--- config.mk ---
export PLATFORM = sky130hd
export DESIGN_NAME = memcyc_engine
export DESIGN_NICKNAME = d
export VERILOG_FILES = /design/src/rtl/memcyc_pkg.sv /design/src/rtl/memcyc_strobe_timer.sv /design/src/rtl/memcyc_burst_tracker.sv /design/src/rtl/memcyc_engine.sv
export SDC_FILE = /design/constraint.sdc
export NUM_CORES = 1
export LEC_CHECK = 0
export BUFFER_PORTS_ARGS = -buffer_cell sky130_fd_sc_hd__buf_2
export CAP_MARGIN = 10
export CORE_MARGIN = 2
export CORE_UTILIZATION = 48
export CTS_BUF_LIST = sky130_fd_sc_hd__clkbuf_4
export DETAILED_ROUTE_END_ITERATION = 12
export PLACE_DENSITY_LB_ADDON = 0.12
export RECOVER_POWER = 25
export SLEW_MARGIN = 20
export SYNTH_ARGS = -nofsm -noshare
export SYNTH_HDL_FRONTEND = slang
export SYNTH_SLANG_ARGS = --single-unit
--- constraint.sdc ---
create_clock -name clk -period 2.4 [get_ports clk]
set_clock_uncertainty 0.2 [all_clocks]
set_input_delay 0.24 -clock clk [delete_from_list [all_inputs] [get_ports clk]]
set_output_delay 0.24 -clock clk [all_outputs]
set_load 0.005 [all_outputs]
--- src/rtl/memcyc_pkg.sv ---
package memcyc_pkg;

    localparam int BANK_W = 3;
    localparam int BYTE_W = 8;
    localparam int ADDR_W = BANK_W + 2 * BYTE_W;

    typedef enum logic [1:0] {
        CMD_READ  = 2'd0,
        CMD_WRITE = 2'd1,
        CMD_FILL  = 2'd2,
        CMD_BLOCK = 2'd3
    } mc_cmd_e;

    typedef struct packed {
        logic [BANK_W-1:0] bank;
        logic [BYTE_W-1:0] hi;
        logic [BYTE_W-1:0] lo;
    } mc_addr_t;

    typedef enum logic [2:0] {
        ST_IDLE,
        ST_FETCH,
        ST_ADDR,
        ST_STROBE,
        ST_HOLD,
        ST_FIN
    } mc_state_e;

    function automatic logic is_burst(mc_cmd_e c);
        return (c == CMD_FILL) || (c == CMD_BLOCK);
    endfunction

    function automatic logic is_write_kind(mc_cmd_e c);
        return c != CMD_READ;
    endfunction

    function automatic mc_addr_t addr_next(mc_addr_t a);
        logic [ADDR_W-1:0] flat;
        flat = a;
        flat = flat + 1'b1;
        return flat;
    endfunction

endpackage

--- src/rtl/memcyc_strobe_timer.sv ---
module memcyc_strobe_timer #(
    parameter int CNT_W = 2
) (
    input  logic             clk,
    input  logic             rst,
    input  logic             load,
    input  logic [CNT_W-1:0] load_val,
    output logic             last
);
    logic [CNT_W-1:0] cnt_q;

    always_ff @(posedge clk) begin
        if (rst) begin
            cnt_q <= '0;
        end else if (load) begin
            cnt_q <= load_val - 1'b1;
        end else if (cnt_q != '0) begin
            cnt_q <= cnt_q - 1'b1;
        end
    end

    assign last = (cnt_q == '0);
endmodule

--- src/rtl/memcyc_burst_tracker.sv ---
module memcyc_burst_tracker
    import memcyc_pkg::*;
#(
    parameter int LEN_W = 16
) (
    input  logic             clk,
    input  logic             rst,
    input  logic             load,
    input  logic             step,
    input  mc_addr_t         load_addr,
    input  logic [LEN_W-1:0] load_len,
    output mc_addr_t         cur_addr,
    output logic             last
);
    mc_addr_t         addr_q;
    logic [LEN_W-1:0] remain_q;

    always_ff @(posedge clk) begin
        if (rst) begin
            addr_q   <= '0;
            remain_q <= '0;
        end else if (load) begin
            addr_q   <= load_addr;
            remain_q <= load_len;
        end else if (step) begin
            addr_q   <= addr_next(addr_q);
            remain_q <= remain_q - 1'b1;
        end
    end

    assign cur_addr = addr_q;
    assign last     = (remain_q == LEN_W'(1));
endmodule

--- src/rtl/memcyc_engine.sv ---
module memcyc_engine
    import memcyc_pkg::*;
#(
    parameter int WR_W  = 2,
    parameter int RD_W  = 3,
    parameter int LEN_W = 16
) (
    input  logic              clk,
    input  logic              rst,
    input  logic              start,
    input  logic [1:0]        cmd,
    input  logic [ADDR_W-1:0] addr,
    input  logic [BYTE_W-1:0] wdata,
    input  logic [LEN_W-1:0]  len,
    input  logic              s_valid,
    input  logic [BYTE_W-1:0] s_data,
    output logic              s_ready,
    output logic [ADDR_W-1:0] bus_addr,
    output logic [BYTE_W-1:0] bus_dout,
    input  logic [BYTE_W-1:0] bus_din,
    output logic              bus_oe,
    output logic              mreq_n,
    output logic              rd_n,
    output logic              wr_n,
    output logic              busy,
    output logic              done,
    output logic [BYTE_W-1:0] rdata
);
    localparam int MAX_W = (WR_W > RD_W) ? WR_W : RD_W;
    localparam int CNT_W = $clog2(MAX_W + 1);

    mc_state_e         state_q, state_d;
    mc_cmd_e           cmd_q;
    mc_cmd_e           cmd_in;
    logic [BYTE_W-1:0] data_q, rdata_q;
    logic              accept, zero_len, t_last, trk_last, step, strobe_end;
    logic              bus_held;
    mc_addr_t          trk_addr;
    logic [LEN_W-1:0]  first_len;
    logic [CNT_W-1:0]  width_sel;

    assign cmd_in     = mc_cmd_e'(cmd);
    assign accept     = (state_q == ST_IDLE) && start;
    assign zero_len   = is_burst(cmd_in) && (len == '0);
    assign first_len  = is_burst(cmd_in) ? len : LEN_W'(1);
    assign width_sel  = (cmd_q == CMD_READ) ? CNT_W'(RD_W) : CNT_W'(WR_W);
    assign strobe_end = (state_q == ST_STROBE) && t_last;
    assign step       = strobe_end && !trk_last;

    memcyc_burst_tracker #(.LEN_W(LEN_W)) u_track (
        .clk       (clk),
        .rst       (rst),
        .load      (accept),
        .step      (step),
        .load_addr (addr),
        .load_len  (first_len),
        .cur_addr  (trk_addr),
        .last      (trk_last)
    );

    memcyc_strobe_timer #(.CNT_W(CNT_W)) u_timer (
        .clk      (clk),
        .rst      (rst),
        .load     (state_q == ST_ADDR),
        .load_val (width_sel),
        .last     (t_last)
    );

    always_comb begin
        state_d = state_q;
        unique case (state_q)
            ST_IDLE: begin
                if (start) begin
                    if (zero_len)                  state_d = ST_FIN;
                    else if (cmd_in == CMD_BLOCK)  state_d = ST_FETCH;
                    else                           state_d = ST_ADDR;
                end
            end
            ST_FETCH:  if (s_valid) state_d = ST_ADDR;
            ST_ADDR:   state_d = ST_STROBE;
            ST_STROBE: begin
                if (t_last) begin
                    if (trk_last)                  state_d = ST_HOLD;
                    else if (cmd_q == CMD_BLOCK)   state_d = ST_FETCH;
                    else                           state_d = ST_ADDR;
                end
            end
            ST_HOLD:   state_d = ST_FIN;
            ST_FIN:    state_d = ST_IDLE;
            default:   state_d = ST_IDLE;
        endcase
    end

    always_ff @(posedge clk) begin
        if (rst) begin
            state_q <= ST_IDLE;
            cmd_q   <= CMD_READ;
            data_q  <= '0;
            rdata_q <= '0;
        end else begin
            state_q <= state_d;
            if (accept) begin
                cmd_q  <= cmd_in;
                data_q <= wdata;
            end
            if ((state_q == ST_FETCH) && s_valid) begin
                data_q <= s_data;
            end
            if (strobe_end && (cmd_q == CMD_READ)) begin
                rdata_q <= bus_din;
            end
        end
    end

    assign bus_held = (state_q == ST_FETCH) || (state_q == ST_ADDR) ||
                      (state_q == ST_STROBE) || (state_q == ST_HOLD);

    assign mreq_n   = !bus_held;
    assign rd_n     = !((state_q == ST_STROBE) && (cmd_q == CMD_READ));
    assign wr_n     = !((state_q == ST_STROBE) && is_write_kind(cmd_q));
    assign bus_oe   = bus_held && is_write_kind(cmd_q);
    assign bus_addr = trk_addr;
    assign bus_dout = data_q;
    assign s_ready  = (state_q == ST_FETCH);
    assign busy     = (state_q != ST_IDLE);
    assign done     = (state_q == ST_FIN);
    assign rdata    = rdata_q;
endmodule

==> impl_metrics.json <==
{
  "status": "complete, no violations",
  "clock_path_buffers": 2,
  "fin_tns_setup_ns": 0,
  "finalSetupViolCount": 0,
  "max_freq_ghz": 0.438,
  "fp.dieW_um": 87.0,
  "cts_root_buffer": "clkbuf_4",
  "synthesis.nets": 480,
  "n_antenna_cell": 0,
  "avgSynthCellArea_sq_um": 8.02,
  "worst_pin_slew_ns": 0.595,
  "p_leak_nw": 1.92,
  "start_util": 0.492,
  "crit_chain": "or4_4 > or2_4 > o31a_1 > buf_12 > a21oi_1 > a211oi_2",
  "ir_drop_uv": 380,
  "yosysSeqAreaShare": 0.351,
  "drv_slew": 0,
  "nets": 637,
  "postSynthCellCount": 412,
  "crit_family": "simple AND/OR/NAND/NOR gates",
  "critPathMaxFanout": 19,
  "path_depth": 6,
  "r2r_cells": 6,
  "synthArstFlopShare": 0,
  "cts_buffers": 9,
  "antenna_found_initial": 0,
  "drt-total-wl_mm": 10.5,
  "grt_max_degree": 57,
  "regToRegStartpoint": "u_track.remain_q[10]",
  "met2_length_mm": 5.13,
  "route.detailed.wl_per_inst_um": 16.0,
  "rsz0062_at_grt": "false",
  "dr.first_iter.drc_count": 297,
  "crit_start": "u_track.remain_q[10]",
  "required_ns": 2.49,
  "hpwl_mm": 6.83,
  "synthesis.area_sq_um": 3300,
  "start_kind": "flip-flop",
  "maxSlewHeadroom": 0.601,
  "fp.coreArea_sq_um": 6720,
  "htree_levels": 3,
  "ff2ff_setup_slack_ns": 0.12,
  "die-area_sq_um": 7560,
  "grt_pass1_wl_mm": 17.0,
  "max_stage_delay_ns": 0.57,
  "port_buffers": 106,
  "critPathArrivalTime_ns": 2.38,
  "endpoint": "u_track.cur_addr[15]",
  "min_period_ns": 2.28,
  "synth_flop_cell": "dfxtp_1",
  "route.detailed.drc": 0,
  "end_kind": "flip-flop",
  "area_delta_synth_final_pct": 41.2,
  "finalPower_mw": 3.61,
  "synth_cell_types": 57,
  "vias": 3824,
  "hold_viol": 0,
  "slowest_stage": "or4_4",
  "cts_num_sinks": 58,
  "top_layer": "met4",
  "yosysWarningCount": 0,
  "num_rows": 30,
  "grt_pass1_vias": 3539,
  "synth_area_leaders": "dfxtp_1, nor2_1, nand2_1",
  "holdCritPathClass": "in2reg",
  "dr.pass1.iters": 5,
  "synthTopCellsByCount": "dfxtp_1, nor2_1, nand2_1, o21ai_0, a21oi_1",
  "wl_met3_um": 552,
  "synth.top_cell.area_share": 0.351,
  "ios": 107,
  "yosysMostFrequentCell": "dfxtp_1",
  "synth-edff-count": 0,
  "drive_gt1_frac": 0.274,
  "die_h_um": 87.0,
  "cts_tree": "built",
  "routabilityCongestion": 0.881,
  "gr-total-overflow": 0,
  "r2r_end": "u_track.cur_addr[15]",
  "power.density_nw_per_um2": 774,
  "synth.ff_latch_count": 58,
  "fin_crit_sh": 0.952,
  "yosysTopAreaCell": "dfxtp_1",
  "cp_num_buf_inv": 1,
  "m1WireLength_mm": 4.67,
  "clk_pin_slew_worst_paths_ns": 0.12,
  "path_class": "reg2reg",
  "drtAntennaViolNets": 0,
  "vias_per_cell": 5.85,
  "insertion_delay_ns": 0.42,
  "track_usage": 0.281,
  "maxCapViolCount": 0
}
how the worst min path moves through the flow:
stage                            to  depth (start not counted)  slack (ns)   startpoint
5_1_grt                  state_q[2]                          4        0.01      len[13]
3_3_place_gp            bus_dout[4]                          2        0.27  bus_dout[4]
3_5_place_dp            bus_dout[4]                          2        0.27  bus_dout[4]
2_1_floorplan              cmd_q[0]                          2        0.18       cmd[0]
4_1_cts        u_track.remain_q[10]                          5       0.002      len[10]
6_report                 state_q[0]                          4       0.005      s_valid
sequential cells by signal (all words and copies together), names as in the netlist:
| register | flops |
|---|---|
| rdata | 8 |
| u_timer.cnt_q | 2 |
| state_q | 3 |
| u_track.cur_addr | 19 |
| bus_dout | 8 |
| cmd_q | 2 |
| u_track.remain_q | 16 |
layout by cell type (no fill, tap or decap), types with 9 or more instances in the layout:
cell           Yosys  routed
dlygate4sd3_1      0      47
dfxtp_1           58      57
nor2_1            45      45
nand4_1            9       9
mux2i_1            9       9
nand3_1           19      18
a21oi_1           26      26
clkbuf_1          21      11
a211oi_1          17      17
nand2_1           42      42
buf_4              1      21
o21ai_0           27      27
buf_2              5      95
clkbuf_4           0       9
nor3_1             9       9
layout make-up:
type                    instances  area [sq um]
fillers                       553          2050
multi-input cells             319          2010
repair buffers                177          1200
flip-flops and latches         58          1160
clock inverters                 7           101
well taps                      80           100
clock buffers                   9          67.6
inverters                       4          15.0
per-layer routing:
metal	up-vias	track usage
met1	1809	0.384
met3	14	0.0550
met2	130	0.455
li1	1871	-
met4	0	0.0739
met5	-	0
what timing repair did:
action | in CTS | in global routing
endpoints found under the hold margin | 42 | 0
buffers inserted | 0 | 0
gates resized for setup | 1 | 7
pin swaps | 0 | 1
setup endpoints to repair | 5 | 25
hold buffers | 47 | 0
per-stage QoR:
step | worst slack, ns | utilization | hold WS (ns) | instance area (sq um) | cells
final | 0.116 | 0.694 | 0.00470 | 4660 | 654
after global routing | 0.0314 | 0.694 | 0.0112 | 4660 | 654
after CTS | 0.0517 | 0.691 | 0.00216 | 4640 | 654
after detailed placement | 0.0102 | 0.596 | 0.274 | 4010 | 591
after global placement | 0.0724 | 0.596 | 0.270 | 4010 | 591
after floorplan | 0.0660 | - | 0.176 | 3300 | 412
cell families after synthesis:
group | share of synthesized area
AOI/OAI and AO/OA | 0.257
xor gates and xnor gates | 0.0239
adders and majority gates | 0.0114
buffers and inverters | 0.0519
DFF | 0.351
muxes | 0.0273
and+or+nand+nor | 0.278
worst register-to-register path, stage by stage, from the launching register on:
cell	delay (ns)
dfxtp_1	0.36
or4_4	0.57
or2_4	0.30
o31a_1	0.33
buf_12	0.17
a21oi_1	0.17
a211oi_2	0.06
report_power, final:
part           internal [mW]  switching (mW)  total [mW]  leakage [nW]
Clock                  0.428           0.418       0.847        0.0827
Combinational          0.677           0.813        1.49          1.36
Sequential              1.12           0.158        1.27         0.476
(Power assumes the default switching activity.)
